**src/rtl/regbank_pkg.sv**
```systemverilog
// Shared definitions for the register bank.
// Assumes: data width is set by the top module parameter.
package regbank_pkg;

    // Source choice for register B.
    typedef enum logic {
        B_SRC_MEM = 1'b0,
        B_SRC_REGC = 1'b1
    } b_src_e;

    // Index of each flag in the packed flag vector.
    localparam int FLAG_OVF = 0;
    localparam int FLAG_GE = 1;
    localparam int NUM_FLAGS = 2;

endpackage

```
**src/rtl/rb_cell.sv**
```systemverilog
// One storage element of parameterised width.
// Priority order: reset, then clear, then load. Without a load the value holds.
// Assumes: rst_n and clr are synchronous to clk.
module rb_cell #(
    parameter int W = 5
) (
    input  logic         clk,
    input  logic         rst_n,
    input  logic         clr,
    input  logic         en,
    input  logic [W-1:0] d,
    output logic [W-1:0] q
);

    // Update the stored value under reset, clear and load priority.
    always_ff @(posedge clk) begin
        if (!rst_n) begin
            q <= '0;
        end else if (clr) begin
            q <= '0;
        end else if (en) begin
            q <= d;
        end
    end

endmodule

```
**src/rtl/rb_bsrc_mux.sv**
```systemverilog
// Source selector for register B: picks the memory bus or the current value of register C.
// Assumes: the select line is already decoded to the b_src_e encoding.
module rb_bsrc_mux
    import regbank_pkg::*;
#(
    parameter int W = 5
) (
    input  b_src_e       sel,
    input  logic [W-1:0] mem_in,
    input  logic [W-1:0] regc_in,
    output logic [W-1:0] y
);

    // Choose the load value for register B.
    always_comb begin
        unique case (sel)
            B_SRC_REGC: y = regc_in;
            default:    y = mem_in;
        endcase
    end

endmodule

```
**src/rtl/regbank_core.sv**
```systemverilog
// Register bank: three data registers and two flags, each with its own load strobe,
// plus a shared synchronous clear and a synchronous active-low reset.
// Assumes: all inputs are synchronous to clk. Register B reads C's pre-edge value.
module regbank_core
    import regbank_pkg::*;
#(
    parameter int DW = 5
) (
    input  logic          clk,
    input  logic          rst_n,
    input  logic          clr,
    input  logic [DW-1:0] mem_data,
    input  logic [DW-1:0] dp_result,
    input  logic          dp_ovf,
    input  logic          dp_ge,
    input  logic          ld_a,
    input  logic          ld_b,
    input  logic          b_from_c,
    input  logic          ld_c,
    input  logic          ld_ovf,
    input  logic          ld_ge,
    output logic [DW-1:0] reg_a,
    output logic [DW-1:0] reg_b,
    output logic [DW-1:0] reg_c,
    output logic          ovf_flag,
    output logic          ge_flag
);

    logic [DW-1:0]        b_next;
    logic [NUM_FLAGS-1:0] flag_d;
    logic [NUM_FLAGS-1:0] flag_en;
    logic [NUM_FLAGS-1:0] flag_q;
    b_src_e               b_sel;

    // Map the raw select bit onto the typed source encoding.
    assign b_sel = b_src_e'(b_from_c);

    // Collect the flag inputs and strobes into vectors indexed by flag.
    always_comb begin
        flag_d           = '0;
        flag_en          = '0;
        flag_d[FLAG_OVF] = dp_ovf;
        flag_d[FLAG_GE]  = dp_ge;
        flag_en[FLAG_OVF] = ld_ovf;
        flag_en[FLAG_GE]  = ld_ge;
    end

    rb_bsrc_mux #(.W(DW)) u_bmux (
        .sel     (b_sel),
        .mem_in  (mem_data),
        .regc_in (reg_c),
        .y       (b_next)
    );

    rb_cell #(.W(DW)) u_rega (
        .clk (clk), .rst_n (rst_n), .clr (clr),
        .en  (ld_a), .d (mem_data), .q (reg_a)
    );

    rb_cell #(.W(DW)) u_regb (
        .clk (clk), .rst_n (rst_n), .clr (clr),
        .en  (ld_b), .d (b_next), .q (reg_b)
    );

    rb_cell #(.W(DW)) u_regc (
        .clk (clk), .rst_n (rst_n), .clr (clr),
        .en  (ld_c), .d (dp_result), .q (reg_c)
    );

    // One single-bit cell per flag.
    for (genvar gi = 0; gi < NUM_FLAGS; gi++) begin : g_flag
        rb_cell #(.W(1)) u_flag (
            .clk (clk), .rst_n (rst_n), .clr (clr),
            .en  (flag_en[gi]), .d (flag_d[gi]), .q (flag_q[gi])
        );
    end

    assign ovf_flag = flag_q[FLAG_OVF];
    assign ge_flag  = flag_q[FLAG_GE];

endmodule

```
**config.mk**
```make
export PLATFORM = sky130hd
export DESIGN_NAME = regbank_core
export DESIGN_NICKNAME = d
export VERILOG_FILES = /design/src/rtl/regbank_pkg.sv /design/src/rtl/rb_cell.sv /design/src/rtl/rb_bsrc_mux.sv /design/src/rtl/regbank_core.sv
export SDC_FILE = /design/constraint.sdc
export NUM_CORES = 1
export LEC_CHECK = 0
export ABC_CLOCK_PERIOD_IN_PS = 1100
export BUFFER_PORTS_ARGS = -buffer_cell sky130_fd_sc_hd__buf_2
export CAP_MARGIN = 40
export CORE_MARGIN = 1
export CORE_UTILIZATION = 44
export DETAILED_ROUTE_END_ITERATION = 8
export PLACE_DENSITY = 0.81
export SLEW_MARGIN = 20
export SYNTH_ARGS = -nofsm -noshare
export SYNTH_HDL_FRONTEND = slang
export SYNTH_SLANG_ARGS = --single-unit
```
**constraint.sdc**
```tcl
create_clock -name clk -period 1.1 [get_ports clk]
set_input_delay 0 -clock clk [delete_from_list [all_inputs] [get_ports clk]]
set_output_delay 0 -clock clk [all_outputs]
set_load 0.1 [all_outputs]
```
---- Yosys cells after proc, flatten, opt, wreduce, memory -nomap -nowiden ----
Index checks and enable logic that the tools add are counted.
operators by class
  add/sub/neg operators ................... 0
  multiplexer cells ....................... 1
  div/mod/pow operators ................... 0
  order comparisons ....................... 0
  bitwise operators ....................... 1
  reduce and logical (&&, ||, !) cells .... 1
  multipliers ............................. 0
  eq/ne operators ......................... 0
  shifts and indexed selects .............. 0
operators with widths
  cell                count
  5-bit two-way mux   1
  2-bit OR reduction  1
  1-bit inverter      1
storage, ports and cells
  latch bits .............................. 0
  register bits ........................... 17
  RAM bits ................................ 0
  memory bits (read-only) ................. 0
  input bits .............................. 21
  memories ................................ 0

---- Logic depth before layout (Yosys ltp) ----
  depth in word-level cells ............... 2
  gate-level depth with buffers ........... 4

---- Cells and area by module ----
From an unflattened synthesis, not the netlist that was laid out.
unflattened totals
  cells, all modules ...................... 62
  area total of the unflattened synthesis .. 700.7 um^2
modules (own cells, without submodules)
  module                          area an instance (um^2)  instances  cells each  sequential area each (um^2)
  rb_cell (u_rega ...)            186.4                    3          17          100.1
  rb_cell (g_flag[0].u_flag ...)  42.5                     2          3           20.0
  rb_bsrc_mux                     56.3                     1          5           0.0

---- Worst setup path after synthesis ----
OpenSTA, ideal clock, no wires.
  kind .................................... reg2reg
  from .................................... reg u_regc.q[0]
  to ...................................... reg u_regb.q[0]
  setup time .............................. 0.086 ns
  period minus slack after synthesis ...... 1.421 ns
  cell stages (with the launch flop) ...... 3
  arrival ................................. 1.335 ns
  buffers on the path ..................... 0
  setup slack ............................. -0.321 ns
  path through ............................ dfxtp_1 mux2i_1 a211oi_1
on the way
  longest elaborated chain between the ends .. 1
RTL lines
  item                    line               text
  from (decl)             rb_cell.sv:12      output logic [W-1:0] q
  from (signal assigned)  rb_cell.sv:18      q <= '0;
  from (signal assigned)  rb_cell.sv:20      q <= '0;
  from (signal assigned)  rb_cell.sv:22      q <= d;
  5-bit two-way mux       rb_bsrc_mux.sv:16  unique case (sel)
  to (signal assigned)    rb_cell.sv:18
  to (signal assigned)    rb_cell.sv:20
  to (signal assigned)    rb_cell.sv:22
  to (decl)               rb_cell.sv:12
No other way between the ends.
A chain may end at the register's enable or synchronous reset.

---- Worst setup path in the final report ----
  from .................................... reg u_regc.q[2]
  to ...................................... out reg_c[2]
RTL lines
  item       line                text
  to (decl)  regbank_core.sv:24  output logic [DW-1:0] reg_c,
No word-level cell between the ends.

==> results.txt <==
Status - finished clean
WP depth - 1
Synthesis-to-layout area growth - 55.87%
FF+latch count, synth - 17
WP data required - 1100 ps
Final hold violations - 0
CTS Buf Count - 3
CTS Buffer Depth - 2
Die W - 40.75 um
Setup ws final - 45.10 ps
Overflow after GRT - 0
ANT cells - 0
Antenna violations before repair - 0
Root buffer cell - clkbuf_4
Global-route wire length before repair - 2132 um
Max Freq - 948.0 MHz
Worst hold path endpoint - u_regb.q[3]
Detailed Route WL - 1481 um
WS Path Type - flop to primary output
TritonCTS clock tree - yes
Worst slew pin tran - 490.2 ps
Initial DRC count - 3
Critical path arrival - 1050 ps
RSZ-0062 raised after global routing - no
Warnings, synthesis - 0
Final setup fails - 0
Final period util - 95.90%
Worst min-delay path category - input port to flop
Crit path time final - 1055 ps
Pwr Density - 1277 mW/mm2
Placed Cells incl. Taps - 110
Post-synth top area share - 51.52%
Via/cell ratio - 4.656
Hold path depth - 2
Synth cell types - 8
R2R Path End - u_regb.q[2]
Gr usage total - 20.43%
Critical-path top delay cell - buf_2
Startpoint Class - flop
Routed Antenna Nets - 0
Worst Clk Skew - 4.330 ps
Leading area contributor after synthesis - dfxtp_1
Largest cells by area after synthesis - dfxtp_1 52%, mux2i_1 26%, nor2_1 9.7%, a211oi_1 5.7%, buf_6 3.4%
Max IR drop VDD - 0.0007779 V
DP HPWL - 1037 um
R2r startpoint - u_regc.q[2]
Largest net degree at the start of global routing - 12
Worst R2R Setup Slack - 360 ps
Pins Over Slew Limit - 0
Postcts setup bufs - 0
Row cnt - 13
Syn avg cell area - 10.49 um2
Share of cells above drive strength 1 - 51.33%
Total die area - 0.001661 mm2
Max-cap violations - 0
Worst R2R Path Depth - 2
Layout Nets - 135
Routed wire per std cell - 11.57 um
CP top delay family - buffers and inverters
PortBufs - 37
Non-Filler Instances - 128
Gpl congestion - 0.6873
# H-tree levels - 1
Clock sinks - 17
Leak - 0.5231 nW
Core area - 0.001350 mm2
Endpoint class of the critical path - primary output
Clk slew on worst S/H paths - 90 ps
IO Count - 38
Post-synthesis sequential area ratio - 51.52%
Crit path largest cell delay - 420 ps
Vias in the first global route - 496
DRC - 0
Synth Instances - 63
Critical Path Fanout Max - 3
Via count - 596
DRT Pass-1 Iters - 2
Slew Limit Headroom - 67.55%
Die Y - 40.75 um
Syn_nets - 84
Starting Density - 48.93%
Pre-CTS setup slack - 271.7 ps
Clk_lat worst skew - 290 ps
Design Power - 1.315 mW
Layout fillers - 96
CP Cell Sequence - buf_2
CP bufs+invs - 1
Hold slack - 15.26 ps
Worst Hold Launch - ld_b
Synthesized area - 660.6 um2
-- cell type report --
| type | instances | area [um2] | share of cell area (%) |
|---|---|---|---|
| flip-flops and latches | 17 | 360.3 | 34.99 |
| repair buffers | 52 | 345.3 | 33.54 |
| well taps | 15 | 18.77 | 1.823 |
| clock inverters | 1 | 5.005 | 0.4860 |
| multi-input cells | 40 | 277.8 | 26.97 |
| clock buffers | 3 | 22.52 | 2.187 |
-- flip-flops by register name, indices dropped and copies added (netlist names) --
name	flops
u_regc.q	5
u_regb.q	5
u_rega.q	5
g_flag.u_flag.q	2
-- timing repair --
item	in CTS	in global routing
endpoints found under the hold margin	12	0
endpoints found under the setup margin	0	5
hold buffers	14	0
resized for setup	0	5
-- cell usage after synthesis --
library cell / count
buf_6: 2
nor2_1: 17
buf_2: 2
a211oi_1: 5
nand2b_1: 1
mux2i_1: 17
clkbuf_2: 2
dfxtp_1: 17
-- power by group --
group | switching [mW] | internal (mW) | total (mW)
clock | 0.188 | 0.135 | 0.323
sequential | 0.0118 | 0.640 | 0.652
combinational | 0.228 | 0.112 | 0.340
total | 0.428 | 0.888 | 1.32
-- per-layer routing --
layer	vias to the layer above	track usage, %	part of all wire, %
met2	17	32.54	49
met5	-	0	0
met1	265	24.58	46
li1	312	-	-
met4	0	10.00	0.81
met3	2	6.522	3.8
-- through the flow --
stage               utilization, %  instance area [um2]  setup TNS, ps
floorplan                        -                680.7         -189.7
global placement             62.93                849.6              0
detailed placement           62.93                849.6              0
CTS                          75.35                 1017              0
global route                 76.27                 1030              0
finish                       76.27                 1030              0
-- worst max-delay path by stage --
stage	end	slack (ps)	from
finish	reg_c[2]	50	u_regc.q[2]
detailed placement	g_flag[1].u_flag.q	270	clr
global route	reg_b[1]	4	u_regb.q[1]
global placement	g_flag[1].u_flag.q	310	clr
floorplan	u_regb.q[0]	-190	u_regb.q[0]
CTS	reg_c[0]	30	u_regc.q[0]
-- logic make-up after synthesis --
logic type	count (synthesis)	share of synthesized area, %
simple gates	18	10.61
buf+inv	6	6.439
flops	17	51.52
compound gates	5	5.682
mux	17	25.76
-- cell usage in the layout, fill, tap and decap left out --
master,n
dlygate4sd3_1,14
a211oi_1,5
clkinv_2,1
clkbuf_4,8
mux2i_1,17
dfxtp_2,16
buf_2,32
nand2b_1,1
buf_4,1
nor2_1,17
dfxtp_1,1
No activity file was read; power rests on OpenSTA's default activity.
